## config.mk

```make
export PLATFORM = sky130hd
export DESIGN_NAME = boolx_exec
export DESIGN_NICKNAME = d
export VERILOG_FILES = /design/src/rtl/boolx_pkg.sv /design/src/rtl/boolx_seq.sv /design/src/rtl/boolx_cells.sv /design/src/rtl/boolx_exec.sv
export SDC_FILE = /design/constraint.sdc
export NUM_CORES = 1
export LEC_CHECK = 0
export ABC_AREA = 1
export BUFFER_PORTS_ARGS = -buffer_cell sky130_fd_sc_hd__buf_2
export CORE_MARGIN = 2
export CORE_UTILIZATION = 52
export DETAILED_ROUTE_END_ITERATION = 6
export HOLD_SLACK_MARGIN = 0.05
export PLACE_DENSITY = 0.75
export SLEW_MARGIN = 20
export SYNTH_ARGS = -nofsm -noshare
export SYNTH_HDL_FRONTEND = slang
export SYNTH_SLANG_ARGS = --single-unit
```

## constraint.sdc

```tcl
create_clock -name clk -period 2.44 [get_ports clk]
set_input_delay 0.488 -clock clk [delete_from_list [all_inputs] [get_ports clk]]
set_output_delay 0.488 -clock clk [all_outputs]
set_load 0.05 [all_outputs]
```

## src/rtl/boolx_pkg.sv

```systemverilog
package boolx_pkg;

    localparam int OP_W      = 4;
    localparam int NUM_CELLS = 4;
    localparam int MAX_STEPS = 3;
    localparam int CELL_W    = $clog2(NUM_CELLS);
    localparam int STEP_W    = $clog2(MAX_STEPS + 1);

    typedef enum logic [CELL_W-1:0] {
        C_A  = 2'd0,
        C_B  = 2'd1,
        C_S1 = 2'd2,
        C_S2 = 2'd3
    } cell_e;

    // Conditional-set primitives: target cleared, then set when condition holds
    typedef enum logic [2:0] {
        PR_CLR,   // never set
        PR_SET,   // always set
        PR_INV,   // set when s1 == 0
        PR_NAND,  // set unless s1 & s2
        PR_NOR,   // set when s1 == 0 and s2 == 0
        PR_IMP,   // set when !s1 | s2
        PR_NIMP   // set when s1 & !s2
    } prim_e;

    typedef struct packed {
        prim_e prim;
        cell_e dst;
        cell_e s1;
        cell_e s2;
    } uop_t;

    typedef struct packed {
        logic [STEP_W-1:0]       len;
        uop_t [MAX_STEPS-1:0]    seq;
    } prog_t;

    function automatic uop_t mk(prim_e p, cell_e d, cell_e x, cell_e y);
        uop_t u;
        u.prim = p;
        u.dst  = d;
        u.s1   = x;
        u.s2   = y;
        return u;
    endfunction

    function automatic logic prim_eval(prim_e p, logic x, logic y);
        logic v;
        v = 1'b0;
        unique case (p)
            PR_SET:  v = 1'b1;
            PR_INV:  v = !x;
            PR_NAND: v = !(x && y);
            PR_NOR:  v = !(x || y);
            PR_IMP:  v = !x || y;
            PR_NIMP: v = x && !y;
            default: v = 1'b0;
        endcase
        return v;
    endfunction

    function automatic prog_t program_of(logic [OP_W-1:0] op);
        prog_t p;
        p = '0;
        unique case (op)
            4'b0000: begin p.len = 2'd1; p.seq[0] = mk(PR_CLR,  C_S1, C_A, C_A); end
            4'b1111: begin p.len = 2'd1; p.seq[0] = mk(PR_SET,  C_S1, C_A, C_A); end
            4'b0001: begin p.len = 2'd1; p.seq[0] = mk(PR_NOR,  C_S1, C_A, C_B); end
            4'b0111: begin p.len = 2'd1; p.seq[0] = mk(PR_NAND, C_S1, C_A, C_B); end
            4'b0011: begin p.len = 2'd1; p.seq[0] = mk(PR_INV,  C_S1, C_A, C_A); end
            4'b0101: begin p.len = 2'd1; p.seq[0] = mk(PR_INV,  C_S1, C_B, C_B); end
            4'b1011: begin p.len = 2'd1; p.seq[0] = mk(PR_IMP,  C_B,  C_A, C_B); end
            4'b0100: begin p.len = 2'd1; p.seq[0] = mk(PR_NIMP, C_A,  C_A, C_B); end
            4'b1101: begin p.len = 2'd1; p.seq[0] = mk(PR_IMP,  C_A,  C_B, C_A); end
            4'b0010: begin p.len = 2'd1; p.seq[0] = mk(PR_NIMP, C_B,  C_B, C_A); end
            4'b1100: begin
                p.len = 2'd2;
                p.seq[0] = mk(PR_INV, C_S1, C_A,  C_A);
                p.seq[1] = mk(PR_INV, C_S2, C_S1, C_S1);
            end
            4'b1010: begin
                p.len = 2'd2;
                p.seq[0] = mk(PR_INV, C_S1, C_B,  C_B);
                p.seq[1] = mk(PR_INV, C_S2, C_S1, C_S1);
            end
            4'b1000: begin
                p.len = 2'd2;
                p.seq[0] = mk(PR_NAND, C_S1, C_A,  C_B);
                p.seq[1] = mk(PR_INV,  C_S2, C_S1, C_S1);
            end
            4'b1110: begin
                p.len = 2'd2;
                p.seq[0] = mk(PR_NOR, C_S1, C_A,  C_B);
                p.seq[1] = mk(PR_INV, C_S2, C_S1, C_S1);
            end
            4'b0110: begin
                p.len = 2'd3;
                p.seq[0] = mk(PR_NOR,  C_S1, C_A,  C_B);
                p.seq[1] = mk(PR_NAND, C_S2, C_A,  C_B);
                p.seq[2] = mk(PR_NIMP, C_A,  C_S2, C_S1);
            end
            default: begin // 4'b1001
                p.len = 2'd3;
                p.seq[0] = mk(PR_NOR,  C_S1, C_A,  C_B);
                p.seq[1] = mk(PR_NAND, C_S2, C_A,  C_B);
                p.seq[2] = mk(PR_IMP,  C_B,  C_S2, C_S1);
            end
        endcase
        return p;
    endfunction

    function automatic cell_e result_cell(prog_t p);
        cell_e c;
        unique case (p.len)
            2'd2:    c = p.seq[1].dst;
            2'd3:    c = p.seq[2].dst;
            default: c = p.seq[0].dst;
        endcase
        return c;
    endfunction

endpackage

```

## src/rtl/boolx_seq.sv

```systemverilog
module boolx_seq
    import boolx_pkg::*;
(
    input  logic              clk,
    input  logic              rst,
    input  logic              start_i,
    input  logic [STEP_W-1:0] len_i,
    output logic              load_o,
    output logic              exec_o,
    output logic [STEP_W-1:0] idx_o,
    output logic [STEP_W-1:0] steps_o,
    output logic              busy_o,
    output logic              done_o
);

    logic              busy_q;
    logic              done_q;
    logic [STEP_W-1:0] idx_q;
    logic [STEP_W-1:0] steps_q;
    logic              last_step;

    assign load_o    = start_i && !busy_q;
    assign exec_o    = busy_q;
    assign last_step = (STEP_W'(idx_q + 1'b1) == len_i);

    always_ff @(posedge clk) begin
        if (rst) begin
            busy_q  <= 1'b0;
            done_q  <= 1'b0;
            idx_q   <= '0;
            steps_q <= '0;
        end else begin
            done_q <= 1'b0;
            if (load_o) begin
                busy_q  <= 1'b1;
                idx_q   <= '0;
                steps_q <= '0;
            end else if (busy_q) begin
                idx_q   <= STEP_W'(idx_q + 1'b1);
                steps_q <= STEP_W'(steps_q + 1'b1);
                if (last_step) begin
                    busy_q <= 1'b0;
                    done_q <= 1'b1;
                end
            end
        end
    end

    assign idx_o   = idx_q;
    assign steps_o = steps_q;
    assign busy_o  = busy_q;
    assign done_o  = done_q;

endmodule

```

## src/rtl/boolx_cells.sv

```systemverilog
module boolx_cells
    import boolx_pkg::*;
(
    input  logic                 clk,
    input  logic                 rst,
    input  logic                 load_i,
    input  logic                 a_i,
    input  logic                 b_i,
    input  logic                 exec_i,
    input  uop_t                 uop_i,
    output logic [NUM_CELLS-1:0] cells_o
);

    logic [NUM_CELLS-1:0] cells_q;
    logic                 set_val;

    // Target is preset to 0 and set to 1 only when the condition holds
    assign set_val = prim_eval(uop_i.prim, cells_q[uop_i.s1], cells_q[uop_i.s2]);

    always_ff @(posedge clk) begin
        if (rst) begin
            cells_q <= '0;
        end else if (load_i) begin
            cells_q       <= '0;
            cells_q[C_A]  <= a_i;
            cells_q[C_B]  <= b_i;
        end else if (exec_i) begin
            cells_q[uop_i.dst] <= set_val;
        end
    end

    assign cells_o = cells_q;

endmodule

```

## src/rtl/boolx_exec.sv

```systemverilog
module boolx_exec
    import boolx_pkg::*;
(
    input  logic       clk,
    input  logic       rst,
    input  logic       start_i,
    input  logic [3:0] op_i,
    input  logic       a_i,
    input  logic       b_i,
    output logic       busy_o,
    output logic       done_o,
    output logic       result_o,
    output logic [1:0] steps_o,
    output logic       cell_a_o,
    output logic       cell_b_o
);

    logic [OP_W-1:0]      op_q;
    prog_t                prog;
    uop_t                 cur_uop;
    logic                 load;
    logic                 exec;
    logic [STEP_W-1:0]    idx;
    logic [STEP_W-1:0]    steps;
    logic [NUM_CELLS-1:0] cells;

    always_ff @(posedge clk) begin
        if (rst)       op_q <= '0;
        else if (load) op_q <= op_i;
    end

    assign prog = program_of(op_q);

    always_comb begin
        cur_uop = '0;
        for (int k = 0; k < MAX_STEPS; k++) begin
            if (idx == STEP_W'(k)) cur_uop = prog.seq[k];
        end
    end

    boolx_seq u_seq (
        .clk     (clk),
        .rst     (rst),
        .start_i (start_i),
        .len_i   (prog.len),
        .load_o  (load),
        .exec_o  (exec),
        .idx_o   (idx),
        .steps_o (steps),
        .busy_o  (busy_o),
        .done_o  (done_o)
    );

    boolx_cells u_cells (
        .clk     (clk),
        .rst     (rst),
        .load_i  (load),
        .a_i     (a_i),
        .b_i     (b_i),
        .exec_i  (exec),
        .uop_i   (cur_uop),
        .cells_o (cells)
    );

    assign result_o = cells[result_cell(prog)];
    assign steps_o  = steps;
    assign cell_a_o = cells[C_A];
    assign cell_b_o = cells[C_B];

endmodule

```

## Word-level counts from Yosys, hierarchy flattened

Cells that the tools add are included.

| word-level totals | value |
|---|---|
| logic and storage cells | 86 |
| bits in registers | 14 |
| output and inout port bits | 7 |
| input port bits | 9 |

| operators by class | value |
|---|---|
| reductions and logical operators | 22 |
| eq/ne operators | 25 |
| order comparisons | 5 |
| muxes and demuxes | 24 |
| $add $sub $neg | 2 |
| bitwise logic cells | 1 |

Operators by type and width:

| operator | number |
|---|---|
| $pmux 9 s9 | 1 |
| $eq 4x4->1 const B | 7 |
| $mux 9 | 3 |
| $pmux 9 s2 | 1 |
| $eq 4x3->1 const B | 4 |
| $pmux 8 s2 | 1 |
| $reduce_or 14->1 | 1 |
| $lt 2x3->1 const B | 4 |
| $reduce_or 10->1 | 1 |
| $eq 3x3->1 const B | 3 |
| $eq 4x2->1 const B | 2 |
| $mux 1 | 8 |
| $pmux 2 s2 | 2 |
| $reduce_or 2->1 | 4 |
| $bmux 1 s2 | 3 |
| $eq 2x2->1 const B | 3 |
| $eq 3x2->1 const B | 2 |
| $pmux 1 s6 | 1 |
| $logic_not 1->1 | 5 |
| $add 2x1->2 const B | 2 |
| $bwmux 4 | 1 |
| $eq 4x1->1 const B | 1 |
| $logic_and 1x1->1 | 4 |
| $logic_not 4->1 | 1 |
| other kinds (12) | 14 |

## Longest topological paths before layout

| logic depth | value |
|---|---|
| word-level depth | 14 |
| mapped depth | 20 |
| depth with buffers taken out | 20 |

## Cells and area by module

Synthesis repeated with hierarchy kept, for this count alone.

| second synthesis, totals | value |
|---|---|
| cells, all modules | 238 |
| area, all modules | 1342.5 um2 |

Modules (own cells, without submodules):

| module | cells an instance | area an instance (um2) | seq. area each (um2) | instances |
|---|---|---|---|---|
| boolx_exec | 120 | 629.4 | 80.1 | 1 |
| boolx_cells | 77 | 414.1 | 80.1 | 1 |
| boolx_seq | 41 | 299.0 | 120.1 | 1 |

## Worst setup path after synthesis

OpenSTA, ideal clock, no wires.

| timing path | value |
|---|---|
| path kind | reg-to-output |
| start point | register op_q[1] |
| end point | output result_o |
| setup slack | -0.239 ns |
| data required time | 1.952 ns |
| arrival | 2.191 ns |
| buffers on the path | 0 |
| stages on the path, launching flop included | 13 |
| cell sequence | dfxtp_1 > inv_1 > nand2_1 > nor2_1 > nor2_1 > nand3_1 > nor3_1 > inv_1 > ha_1 > a32o_1 > nand2_1 > o21ai_0 > mux2_2 |

| on the way | value |
|---|---|
| cells in the longest elaborated chain, start to end | 7 |
| elaborated cells on any way between the ends | 30 |
| those cells by class | eq/ne (16); mux (7); reduce/logical (7) |

RTL lines:

| element | line | source |
|---|---|---|
| from (decl) | boolx_exec.sv:18 | `logic [OP_W-1:0] op_q;` |
| from (signal assigned) | boolx_exec.sv:29 | `else if (load) op_q <= op_i;` |
| $eq 4x2->1 (tied with other cells) | boolx_pkg.sv:66 | `unique case (op)` |
| $reduce_or 10->1 (no source line) / $reduce_or 4->1 (equally long branches) | n/a |  |
| $pmux 2 s2 | boolx_pkg.sv:66 |  |
| $eq 2x2->1 | boolx_pkg.sv:115 | `unique case (p.len)` |
| $pmux 2 s2 (*) | boolx_pkg.sv:115 |  |
| $bmux 1 s2 (*) | boolx_exec.sv:65 | `assign result_o = cells[result_cell(prog)];` |
| $mux 1 (implied by the code) (*) | boolx_exec.sv:65 |  |
| to (decl) | boolx_exec.sv:12 | `output logic result_o,` |

Every way passes the cells marked *; elsewhere a longest branch is shown, timed or not. The select of a mux whose other input is x is not followed.

## Worst setup path in the final report

| timing path | value |
|---|---|
| start point | register op_q[2] |
| end point | output result_o |

Same word-level chain as after synthesis.

==> reports/qor.txt <==
First-pass GRT wire length: 5.947 mm
All-Layer GR Usage: 27.20%
CTS Buf Count: 3
Max-Cap Viols: 0
Hold depth: 3
H-Tree Depth: 1
Cell taking the most area after synthesis: nand2_1
Die span in y: 54.96 um
Fmax: 345.0 MHz
Final ANT Viol Nets: 0
P_leak: 0.9975 nW
Die ar.: 0.003020 mm^2
Avg WL per Cell: 12.42 um
Final Slew Violations: 0
Worst Path Required: 1.95 ns
Skew-Pair Late Insertion Delay: 0.28 ns
Area Overhead vs Synth: 44.58%
Initial antenna violation count: 0
Violated checks: setup timing
Avg Inst Size Synth: 5.422 um^2
Outcome: finished with violations
Layout Nets: 316
DR pass1 iterations: 4
Slew HR: 66.13%
Yosys warning count: 0
Hold path start: op_i[2]
Core Rows: 18
Top cells by area, synth: nand2_1, dfxtp_1, nor2_1
Pin count of the biggest net entering global routing: 11
Crit path DAT: 2.41 ns
Minimum clock period: 2.898 ns
Critical path, cell by cell: inv_4, nand2_1, nor2_2, nor2_4, nand3_4, nor3_4, inv_2, ha_4, a32o_2, nand2_1, o21ai_1, mux2_4, buf_8
Register area: 295.3 um^2
CP endpoint kind: primary output
Final worst slack: -0.4583 ns
Initial Util: 54.49%
CTS tree: yes
Reg-to-reg critical path endpoint: u_cells.cells_o[3]
Final setup viols: 5
RSZ-0062 raised after global routing: true
Vias: 1725
Root buf cell: clkbuf_4
IO Port Bufs: 15
Grt total ovfl: 0
Critical Path Slowest Stage Cell: dfxtp_4
Worst setup SP type: flip-flop
Residual DRC: 0
Sequential-to-total area share from yosys stat: 20.76%
Vias per cell: 5.227
PnR Total Power: 1.031 mW
Top-area cell type share of the netlist area: 21.13%
Post-synth cell types: 23
DRT Wirelength: 4.098 mm
GP Congestion: 0.8895
Area after DPL: 0.001720 mm^2
Final Hold Viols: 0
Crit-path max FO: 6
R2R Path Start: op_q[2]
Crit Path Class: flip-flop to primary output
Cells on worst reg2reg path: 21
Clk buf depth: 2
Drt first-iter violations: 68
Most common cell on crit path: nand2_1
DPL Wire Length: 2.702 mm
Fillers: 185
#FFs+latches synth: 14
Core ar.: 0.002477 mm^2
Final instance area: 0.001952 mm^2
Vias in the first global route: 1450
Hold crit path type: input pin to flip-flop
Worst Skew: 0.001860 ns
Area of the multi-input gates: 0.001115 mm^2
Antenna Cells: 0
WHS: 0.4640 ns
Final worst-path cycle share: 118.8%
Cells after synthesis: 249
VDD IR-drop max: 508.4 uV
Clock-pin slew on the worst setup and hold paths: 0.08 ns
Syn Nets: 264
PwrDens: 528.2 mW/mm^2
Clock sinks: 14
Layout cells sized above 1: 37.33%
Reg2Reg Setup Slack: -0.07 ns
Hold Crit Endpoint: op_q[2]
CP peak stage delay: 0.39 ns
Worst Max-Slew Pin Slew: 0.5062 ns
Die width: 54.96 um
Synthesized area: 0.001350 mm^2
Number of I/O pins: 16
-- per-stage QoR --
| step | util (%) | TNS [ns] | setup slack, ns | std cells |
|---|---|---|---|---|
| final | 78.79 | -0.6782 | -0.4583 | 330 |
| after global routing | 78.79 | -1.607 | -0.5557 | 330 |
| after CTS | 73.59 | -0.3595 | -0.3595 | 327 |
| after detailed placement | 69.44 | -0.4555 | -0.1878 | 320 |
| after global placement | 69.44 | -0.4154 | -0.1518 | 320 |
| after floorplan | - | -0.008632 | -0.008632 | 249 |
-- power breakdown --
group / switching [mW] / internal (mW) / total, mW
Clock: 0.0775 / 0.0594 / 0.137
Sequential: 0.0257 / 0.246 / 0.271
Combinational: 0.374 / 0.249 / 0.623
Total: 0.477 / 0.554 / 1.03
-- cells in the mapped netlist --
library cell / number
xor2_1: 1
nor2_2: 5
nand4_1: 1
or2_2: 1
a21oi_2: 2
nand3_2: 1
a32o_1: 1
clkbuf_1: 2
o21ai_0: 8
ha_1: 6
nand2_2: 5
inv_2: 3
nor2_1: 55
inv_1: 30
nor3_1: 5
dfxtp_1: 14
mux2_2: 1
nand2_1: 76
a21oi_1: 10
xnor2_1: 1
a211oi_1: 4
o21ai_1: 1
nand3_1: 16
-- layout make-up --
type	count	share of cell area (%)
Tap cell	30	1.923
Clock inverter	1	0.1923
Inverter	33	6.859
Timing Repair Buffer	49	17.63
Multi-Input combinational cell	200	57.12
Clock buffer	3	1.154
Sequential cell	14	15.13
-- cells by family after synthesis --
kind of cell             synth area share (%)
buffers and inverters                   9.732
XOR/XNOR                                1.298
AO/OA/AOI/OAI                           11.31
multiplexers                           0.8340
AND/OR/NAND/NOR                         50.51
adder cells (fa/ha/maj)                 5.561
flip-flops                              20.76
-- layer usage --
layer	global-route usage (%)	part of all wire (%)	wire length (um)	vias to the layer above
met5	0	0	0	-
met4	12.60	2.3	93	0
met3	1.344	5.8	238	10
met2	47.42	48	1965	75
met1	34.32	44	1799	756
li1	-	-	-	884
-- critical path: cells and delay by family, from the launching register on --
kind | cells | cell delay [ns]
mux | 1 | 0.28
fa+ha+maj | 1 | 0.18
buf+inv | 3 | 0.28
compound gates | 2 | 0.34
flops | 1 | 0.39
simple gates | 6 | 0.64
-- worst max path at each step --
stage	from	endpoint	slack, ns	cells after the start
after floorplan	op_q[0]	result_o	-0.009	12
after global placement	op_q[2]	result_o	-0.15	13
after detailed placement	op_q[2]	result_o	-0.19	13
after CTS	op_q[1]	result_o	-0.36	13
after global routing	op_q[2]	result_o	-0.56	13
final	op_q[2]	result_o	-0.46	13
-- flip-flops by register name, summed over array words and instances, names as in the netlist --
register	cells
u_cells.cells_o	4
u_seq.busy_o	1
u_seq.idx_o	2
u_seq.steps_o	2
u_seq.done_o	1
op_q	4
-- cell usage in the layout (no fill, tap or decap), drive strengths merged --
master,synthesis,final
xor2,1,1
a32o,1,1
or2,1,1
a21oi,12,12
clkbuf,2,3
buf,0,49
nand3,17,17
clkinv,0,1
xnor2,1,1
a211oi,4,4
nand2,81,81
nor2,60,60
o21ai,9,9
nor3,5,5
dfxtp,14,14
nand4,1,1
ha,6,6
mux2,1,1
inv,33,33
-- what timing repair did --
action	in CTS	in global routing
buffers inserted	3	4
gates resized for setup	17	31
pin swaps	5	14
endpoints found under the hold margin	0	0
hold buffers	0	0
endpoints found under the setup margin	5	5
Power figures use the tool's default switching activity.
